<file path="src/rtl/dmaq_pkg.sv">
package dmaq_pkg;
  localparam int REG_AW  = 4;
  localparam int REG_DW  = 32;

  typedef enum logic [1:0] {
    SEL_CFG  = 2'd0,
    SEL_LEN  = 2'd1,
    SEL_IO   = 2'd2,
    SEL_DIAG = 2'd3
  } reg_sel_e;

  localparam int DIAG_OVF   = 0;
  localparam int DIAG_AFULL = 1;
  localparam int DIAG_LIMIT = 2;
endpackage

</file>
<file path="src/rtl/dmaq_regs.sv">
module dmaq_regs
  import dmaq_pkg::*;
#(
  parameter int AW         = 32,
  parameter int LW         = 16,
  parameter int ALIGN_BITS = 6
) (
  input  logic              clk,
  input  logic              rst_n,
  input  logic              wr,
  input  logic              rd,
  input  logic [REG_AW-1:0] addr,
  input  logic [REG_DW-1:0] wdata,
  input  logic [REG_DW-1:0] diag,
  output logic [REG_DW-1:0] rdata,
  output logic              rvalid,
  output logic [AW-1:0]     cfg_base,
  output logic [LW-1:0]     cfg_len,
  output logic              enq_req,
  output logic [AW-1:0]     enq_io
);
  localparam logic [AW-1:0] ALIGN_MASK = ~((AW'(1) << ALIGN_BITS) - AW'(1));

  reg_sel_e          sel;
  logic              hit;
  logic              cfg_en, len_en, io_en;
  logic [AW-1:0]     cfg_base_q, cfg_base_d;
  logic [LW-1:0]     cfg_len_q,  cfg_len_d;
  logic [AW-1:0]     io_base_q,  io_base_d;
  logic [REG_DW-1:0] rdata_q, rdata_d;
  logic              rvalid_q;

  // Decode: word-aligned byte offsets only
  always_comb begin
    sel    = reg_sel_e'(addr[3:2]);
    hit    = (addr[1:0] == 2'b00);
    cfg_en = wr && hit && (sel == SEL_CFG);
    len_en = wr && hit && (sel == SEL_LEN);
    io_en  = wr && hit && (sel == SEL_IO);
  end

  // Next-state values
  always_comb begin
    cfg_base_d = wdata[AW-1:0] & ALIGN_MASK;
    cfg_len_d  = wdata[LW-1:0];
    io_base_d  = wdata[AW-1:0] & ALIGN_MASK;
  end

  always_ff @(posedge clk or negedge rst_n) begin
    if (!rst_n) begin
      cfg_base_q <= '0;
      cfg_len_q  <= '0;
      io_base_q  <= '0;
    end else begin
      if (cfg_en) cfg_base_q <= cfg_base_d;
      if (len_en) cfg_len_q  <= cfg_len_d;
      if (io_en)  io_base_q  <= io_base_d;
    end
  end

  // Read mux, registered on the read strobe
  always_comb begin
    rdata_d = '0;
    if (hit) begin
      unique case (sel)
        SEL_CFG:  rdata_d = REG_DW'(cfg_base_q);
        SEL_LEN:  rdata_d = REG_DW'(cfg_len_q);
        SEL_IO:   rdata_d = REG_DW'(io_base_q);
        SEL_DIAG: rdata_d = diag;
        default:  rdata_d = '0;
      endcase
    end
  end

  always_ff @(posedge clk or negedge rst_n) begin
    if (!rst_n) begin
      rdata_q  <= '0;
      rvalid_q <= 1'b0;
    end else begin
      rvalid_q <= rd;
      if (rd) rdata_q <= rdata_d;
    end
  end

  assign rdata    = rdata_q;
  assign rvalid   = rvalid_q;
  assign cfg_base = cfg_base_q;
  assign cfg_len  = cfg_len_q;
  assign enq_req  = io_en;
  assign enq_io   = io_base_d;

  // config fields persist unless their own offset is written
  p_cfg_hold_r3: assert property (@(posedge clk) disable iff (!rst_n)
    (!cfg_en) |=> $stable(cfg_base_q));
  // read data valid exactly one cycle after the strobe
  p_rvalid_r10: assert property (@(posedge clk) disable iff (!rst_n)
    rd |=> rvalid);
endmodule

</file>
<file path="src/rtl/dmaq_fifo.sv">
module dmaq_fifo #(
  parameter int DW        = 112,
  parameter int DEPTH     = 8,
  parameter int AF_THRESH = 1
) (
  input  logic                       clk,
  input  logic                       rst_n,
  input  logic                       push,
  input  logic [DW-1:0]              din,
  input  logic                       pop,
  output logic [DW-1:0]              dout,
  output logic                       nonempty,
  output logic                       full,
  output logic                       almost_full,
  output logic [$clog2(DEPTH+1)-1:0] count
);
  localparam int PW = (DEPTH > 1) ? $clog2(DEPTH) : 1;
  localparam int CW = $clog2(DEPTH + 1);

  logic [DW-1:0] mem [DEPTH];
  logic [PW-1:0] wptr_q, wptr_d, rptr_q, rptr_d;
  logic [CW-1:0] cnt_q, cnt_d, free_w;
  logic          do_push, do_pop;

  always_comb begin
    do_push = push && (cnt_q != CW'(DEPTH));
    do_pop  = pop  && (cnt_q != '0);
    wptr_d  = (wptr_q == PW'(DEPTH - 1)) ? '0 : wptr_q + PW'(1);
    rptr_d  = (rptr_q == PW'(DEPTH - 1)) ? '0 : rptr_q + PW'(1);
    cnt_d   = cnt_q;
    if (do_push && !do_pop) cnt_d = cnt_q + CW'(1);
    if (!do_push && do_pop) cnt_d = cnt_q - CW'(1);
    free_w  = CW'(DEPTH) - cnt_q;
  end

  always_ff @(posedge clk or negedge rst_n) begin
    if (!rst_n) begin
      wptr_q <= '0;
      rptr_q <= '0;
      cnt_q  <= '0;
    end else begin
      if (do_push) wptr_q <= wptr_d;
      if (do_pop)  rptr_q <= rptr_d;
      if (do_push || do_pop) cnt_q <= cnt_d;
    end
  end

  // Storage: one enable per entry
  for (genvar i = 0; i < DEPTH; i++) begin : g_ent
    logic ent_en;
    assign ent_en = do_push && (wptr_q == PW'(i));
    always_ff @(posedge clk) begin
      if (ent_en) mem[i] <= din;
    end
  end

  assign dout        = mem[rptr_q];
  assign nonempty    = (cnt_q != '0);
  assign full        = (cnt_q == CW'(DEPTH));
  assign almost_full = (free_w <= CW'(AF_THRESH));
  assign count       = cnt_q;

  // occupancy never exceeds the depth
  p_count_bound_r9: assert property (@(posedge clk) disable iff (!rst_n)
    cnt_q <= CW'(DEPTH));
  // a pop with no push lowers occupancy by one
  p_pop_dec_r9: assert property (@(posedge clk) disable iff (!rst_n)
    (pop && !push && nonempty) |=> (cnt_q == $past(cnt_q) - CW'(1)));
endmodule

</file>
<file path="src/rtl/dmaq_diag.sv">
module dmaq_diag
  import dmaq_pkg::*;
(
  input  logic              clk,
  input  logic              rst_n,
  input  logic              enq_req,
  input  logic              limit_hit,
  input  logic              full,
  input  logic              almost_full,
  output logic              push,
  output logic [REG_DW-1:0] diag
);
  logic ovf_q, ovf_set;

  always_comb begin
    push    = enq_req && !limit_hit && !full;
    ovf_set = enq_req && !limit_hit && full;
  end

  always_ff @(posedge clk or negedge rst_n) begin
    if (!rst_n)       ovf_q <= 1'b0;
    else if (ovf_set) ovf_q <= 1'b1;
  end

  always_comb begin
    diag             = '0;
    diag[DIAG_OVF]   = ovf_q;
    diag[DIAG_AFULL] = almost_full || full;
    diag[DIAG_LIMIT] = limit_hit;
  end

  // overflow flag is sticky once set
  p_ovf_sticky_r6: assert property (@(posedge clk) disable iff (!rst_n)
    ovf_q |=> ovf_q);
  // a rejected request never raises the overflow flag
  p_limit_no_ovf_r8: assert property (@(posedge clk) disable iff (!rst_n)
    (!ovf_q && enq_req && limit_hit) |=> !ovf_q);
endmodule

</file>
<file path="src/rtl/dmaq_top.sv">
module dmaq_top
  import dmaq_pkg::*;
#(
  parameter int AW             = 32,
  parameter int LW             = 16,
  parameter int DEPTH          = 8,
  parameter int AF_THRESH      = 1,
  parameter int ALIGN_BITS     = 6,
  parameter int CFG_WORD_BYTES = 8
) (
  input  logic          clk,
  input  logic          rst_n,
  input  logic          reg_wr,
  input  logic          reg_rd,
  input  logic [3:0]    reg_addr,
  input  logic [31:0]   reg_wdata,
  output logic [31:0]   reg_rdata,
  output logic          reg_rvalid,
  input  logic          limit_hit,
  output logic          dsc_valid,
  input  logic          dsc_ready,
  output logic [AW-1:0] dsc_cfg_base,
  output logic [LW-1:0] dsc_cfg_len,
  output logic [AW-1:0] dsc_filter_addr,
  output logic [AW-1:0] dsc_io_base
);
  localparam int DW = 3 * AW + LW;
  localparam int SH = $clog2(CFG_WORD_BYTES);
  localparam int CW = $clog2(DEPTH + 1);

  // Reset: asserted asynchronously, released on a clock edge
  logic rst_s1, rst_s2;
  always_ff @(posedge clk or negedge rst_n) begin
    if (!rst_n) begin
      rst_s1 <= 1'b0;
      rst_s2 <= 1'b0;
    end else begin
      rst_s1 <= 1'b1;
      rst_s2 <= rst_s1;
    end
  end

  logic              rstn_i;
  logic [REG_DW-1:0] diag;
  logic [AW-1:0]     cfg_base, enq_io, filter_addr;
  logic [LW-1:0]     cfg_len;
  logic              enq_req, push, pop;
  logic              full, almost_full, nonempty;
  logic [CW-1:0]     count;
  logic [DW-1:0]     din, dout;

  assign rstn_i = rst_s2;

  dmaq_regs #(.AW(AW), .LW(LW), .ALIGN_BITS(ALIGN_BITS)) u_regs (
    .clk(clk), .rst_n(rstn_i), .wr(reg_wr), .rd(reg_rd), .addr(reg_addr),
    .wdata(reg_wdata), .diag(diag), .rdata(reg_rdata), .rvalid(reg_rvalid),
    .cfg_base(cfg_base), .cfg_len(cfg_len), .enq_req(enq_req), .enq_io(enq_io)
  );

  dmaq_diag u_diag (
    .clk(clk), .rst_n(rstn_i), .enq_req(enq_req), .limit_hit(limit_hit),
    .full(full), .almost_full(almost_full), .push(push), .diag(diag)
  );

  // Filter buffer follows the config buffer
  always_comb begin
    filter_addr = cfg_base + ((AW'(cfg_len) + AW'(2)) << SH);
    din         = {cfg_base, cfg_len, filter_addr, enq_io};
  end

  assign pop = nonempty && dsc_ready;

  dmaq_fifo #(.DW(DW), .DEPTH(DEPTH), .AF_THRESH(AF_THRESH)) u_fifo (
    .clk(clk), .rst_n(rstn_i), .push(push), .din(din), .pop(pop),
    .dout(dout), .nonempty(nonempty), .full(full),
    .almost_full(almost_full), .count(count)
  );

  assign dsc_valid = nonempty;
  assign {dsc_cfg_base, dsc_cfg_len, dsc_filter_addr, dsc_io_base} = dout;

  // an accepted enqueue grows the queue by one
  p_enq_push_r2: assert property (@(posedge clk) disable iff (!rstn_i)
    (enq_req && !limit_hit && !full && !pop) |=> (count == $past(count) + CW'(1)));
  // a drop on a full queue leaves occupancy unchanged
  p_no_overflow_r6: assert property (@(posedge clk) disable iff (!rstn_i)
    (enq_req && full && !pop) |=> (count == $past(count)));
  // a request under the limit stores nothing
  p_limit_reject_r8: assert property (@(posedge clk) disable iff (!rstn_i)
    (enq_req && limit_hit && !pop) |=> (count == $past(count)));
endmodule

</file>
<file path="config.mk">
export PLATFORM = sky130hd
export DESIGN_NAME = dmaq_top
export DESIGN_NICKNAME = d
export VERILOG_FILES = /design/src/rtl/dmaq_pkg.sv /design/src/rtl/dmaq_regs.sv /design/src/rtl/dmaq_fifo.sv /design/src/rtl/dmaq_diag.sv /design/src/rtl/dmaq_top.sv
export SDC_FILE = /design/constraint.sdc
export NUM_CORES = 1
export LEC_CHECK = 0
export BUFFER_PORTS_ARGS = -buffer_cell sky130_fd_sc_hd__buf_2
export CAP_MARGIN = 30
export CORE_ASPECT_RATIO = 0.75
export CORE_MARGIN = 8
export CORE_UTILIZATION = 55
export DETAILED_ROUTE_END_ITERATION = 16
export PLACE_DENSITY_LB_ADDON = 0.15
export SLEW_MARGIN = 20
export SYNTH_ARGS = -nofsm -noshare
export SYNTH_HDL_FRONTEND = slang
export SYNTH_HIERARCHICAL = 1
export SYNTH_SLANG_ARGS = --single-unit
</file>
<file path="constraint.sdc">
create_clock -name clk -period 4.4 [get_ports clk]
set_input_delay 0.22 -clock clk [delete_from_list [all_inputs] [get_ports clk]]
set_output_delay 0.22 -clock clk [all_outputs]
set_load 0.05 [all_outputs]
</file>
==> metrics.txt <==
number of library cell types mapped by synthesis=70; first-pass GRT wire length=139000 um; die width=332 um; detailed-placement wirelength estimate=56300 um; Crit. End Element=register; DRT iter0 DRCs=1946; Min Hold Slack=0.0887 ns; CP startpoint kind=register; Rows=87; post-CTS setup buffers=0; CTS sink count=1010; htree depth=3; RSZ-0062 raised after global routing=false; DP Worst Slack=0.710 ns; Critical Path AT=4.13 ns; Multi-input gate area=10400 sq um; Worst Path Max Fanout=14; max incr delay on CP=0.64 ns; number of placed I/O pins=188; Setup TNS Final=0 ns; Avg Vias per Cell=6.09; clock skew=0.0226 ns; min Tclk post-route=3.74 ns; initial antenna violation count=2; post_cts resized=0; CTS tree=yes; largest net degree at the start of global routing=76; dominant cell by count in the synthesized netlist=edfxtp_1; Avg WL per Cell=28.3 um; worst skew pair latency=0.66 ns; Post-route DRC=0; total gr overflow=0; status=complete, no violations; starting density of the core=55.2%; MaxCap Viol Count=0; mean post-synth cell area=20.8 sq um; clock-pin slew on the worst setup and hold paths=0.07 ns; Synth top area share=65.1%; register area share after synthesis=72.1%; Clock Path Buffers=3; Synth-to-Final Area Change=12.6%; Ys Warns=6; Worst Path Buf+Inv=0; Cell Area, Synth=41300 sq um; nets@finish=2307; Slew @ Worst Pin=0.890 ns; Die Span Y=253 um; Pwr Density=655 nW/um^2; total track usage=22.2%; Max VDD drop=418 uV; top_reg_cell synth=edfxtp_1; Fmax=0.267 GHz; Port-buffer cells=187; leading area contributor after synthesis=edfxtp_1; Synth Register Bits=1010; Placer Congestion=0.841; CP delay by family, top=simple AND/OR/NAND/NOR gates; overall die area=84200 sq um; Hold Buf Count CTS=35; Pins Over Slew Limit=0; slew margin rel.=40.3%; most area-consuming cells after synthesis=edfxtp_1, mux4_2, dfrtp_1; Post-synth EDFFs=896; final setup fails=0; drt pass-1 iters=7; DRT Wirelength=93300 um; Detail Route Antenna Nets=0; # fillers=5118; root buf cell=clkbuf_16; Worst path slowest cell=dfrtp_1; Reg area=29800 sq um; Post-synth ARST share=11.3%; leak pwr=15.9 nW; Vias=20000; share of layout cells above drive strength 1=35.9%; post-route setup slack=0.657 ns; post-layout util=62.2%; cts bufs inserted=95; vias in the first global route=20700; critical-path cell list=ha_1, and3_1, nor2b_1, nand4_1, xnor2_1, ha_1, nand3_1, nand2_1, nand2_1, o311ai_1, xor2_1; final period utilization=85.1%; required time worst endpoint=4.78 ns; final hold violation count=0; cell count after synthesis=1990; Min-Delay Path Class=input port to register; core area=74800 sq um; critical path class=register to register; Synth top cells by count=edfxtp_1, mux4_2, mux2_2
==> final cells by class <==
class / count / share of cell area, %
Timing Repair Buffer: 268 / 4.13
Clock buffer: 133 / 5.66
Clock inverter: 42 / 0.864
Tap cell: 979 / 2.63
Multi-Input combinational cell: 813 / 22.3
Inverter: 45 / 0.363
Antenna cell: 2 / 0.0108
Sequential cell: 1010 / 64.0
==> path summary, 6_finish.rpt <==
kind | from | endpoint | slack (ns) | depth (start not counted)
hold reg to reg | rst_s2 | u_fifo/wptr_q[1] | 0.34 | 0
max in group asynchronous | rst_s2 | u_regs/io_base_q[30] | 3.03 | 1
setup / recovery | u_regs/cfg_len[2] | u_fifo/mem[2][61] | 0.66 | 11
hold / removal | reg_rd | u_regs/rvalid | 0.09 | 2
setup reg to reg | u_regs/cfg_len[2] | u_fifo/mem[2][61] | 0.66 | 11
min in group asynchronous | rst_s2 | u_fifo/wptr_q[1] | 0.34 | 0
==> registers in the layout (all words and copies together) (netlist names), 3 cells and up <==
name,cells
u_fifo/count,4
u_fifo/mem,896
u_fifo/rptr_q,3
u_fifo/wptr_q,3
u_regs/cfg_base,26
u_regs/cfg_len,16
u_regs/io_base_q,26
u_regs/rdata,32
==> cell families after synthesis <==
kind of cell	Yosys count	synth area share, %
AO/OA/AOI/OAI	114	1.83
XOR/XNOR	42	0.891
adder cells (fa/ha/maj)	32	0.988
buffers and inverters	206	3.28
flip-flops	1010	72.1
multiplexers	440	19.0
other	3	0.0273
AND/OR/NAND/NOR	143	1.91
==> metrics by stage <==
stage	power [mW]	instances	instance area [sq um]
6_report	30.5	3292	46500
3_3_place_gp	22.6	3079	43100
4_1_cts	30.8	3289	46500
2_1_floorplan	20.3	2029	41500
3_5_place_dp	22.8	3079	43100
5_1_grt	31.6	3291	46500
==> power breakdown <==
part | leakage [nW] | switching (mW) | internal, mW
Sequential | 9.52 | 0.792 | 11.3
Clock | 1.49 | 3.44 | 4.59
Combinational | 4.93 | 6.39 | 3.98
==> layer usage <==
| layer | track usage [%] | part of all wire, % | up-vias | wire (um) |
|---|---|---|---|---|
| met5 | 0 | 0 | - | 0 |
| li1 | - | - | 8463 | - |
| met3 | 4.38 | 6.7 | 114 | 6280 |
| met4 | 4.13 | 1.5 | 0 | 1360 |
| met2 | 32.9 | 45 | 702 | 42000 |
| met1 | 34.8 | 47 | 10800 | 43700 |
==> worst reg2reg max path: stages, from the launching register on <==
cell,delay [ns]
dfrtp_1,0.64
ha_1,0.33
and3_1,0.24
nor2b_1,0.19
nand4_1,0.14
xnor2_1,0.17
ha_1,0.44
nand3_1,0.12
nand2_1,0.09
nand2_1,0.09
o311ai_1,0.55
xor2_1,0.47
==> placed cells by master, fill, tap and decap left out, drive strengths merged, types with 18 or more instances in the layout <==
cell,n
a21oi,37
dfrtp,114
edfxtp,896
clkbuf,134
xnor2,25
o22ai,22
ha,31
clkinv,32
mux4,234
conb,42
nor3b,18
buf,232
inv,46
o21ai,21
mux2,198
dlygate4sd3,35
nand2,41
No activity file was read; power rests on OpenSTA's default activity.
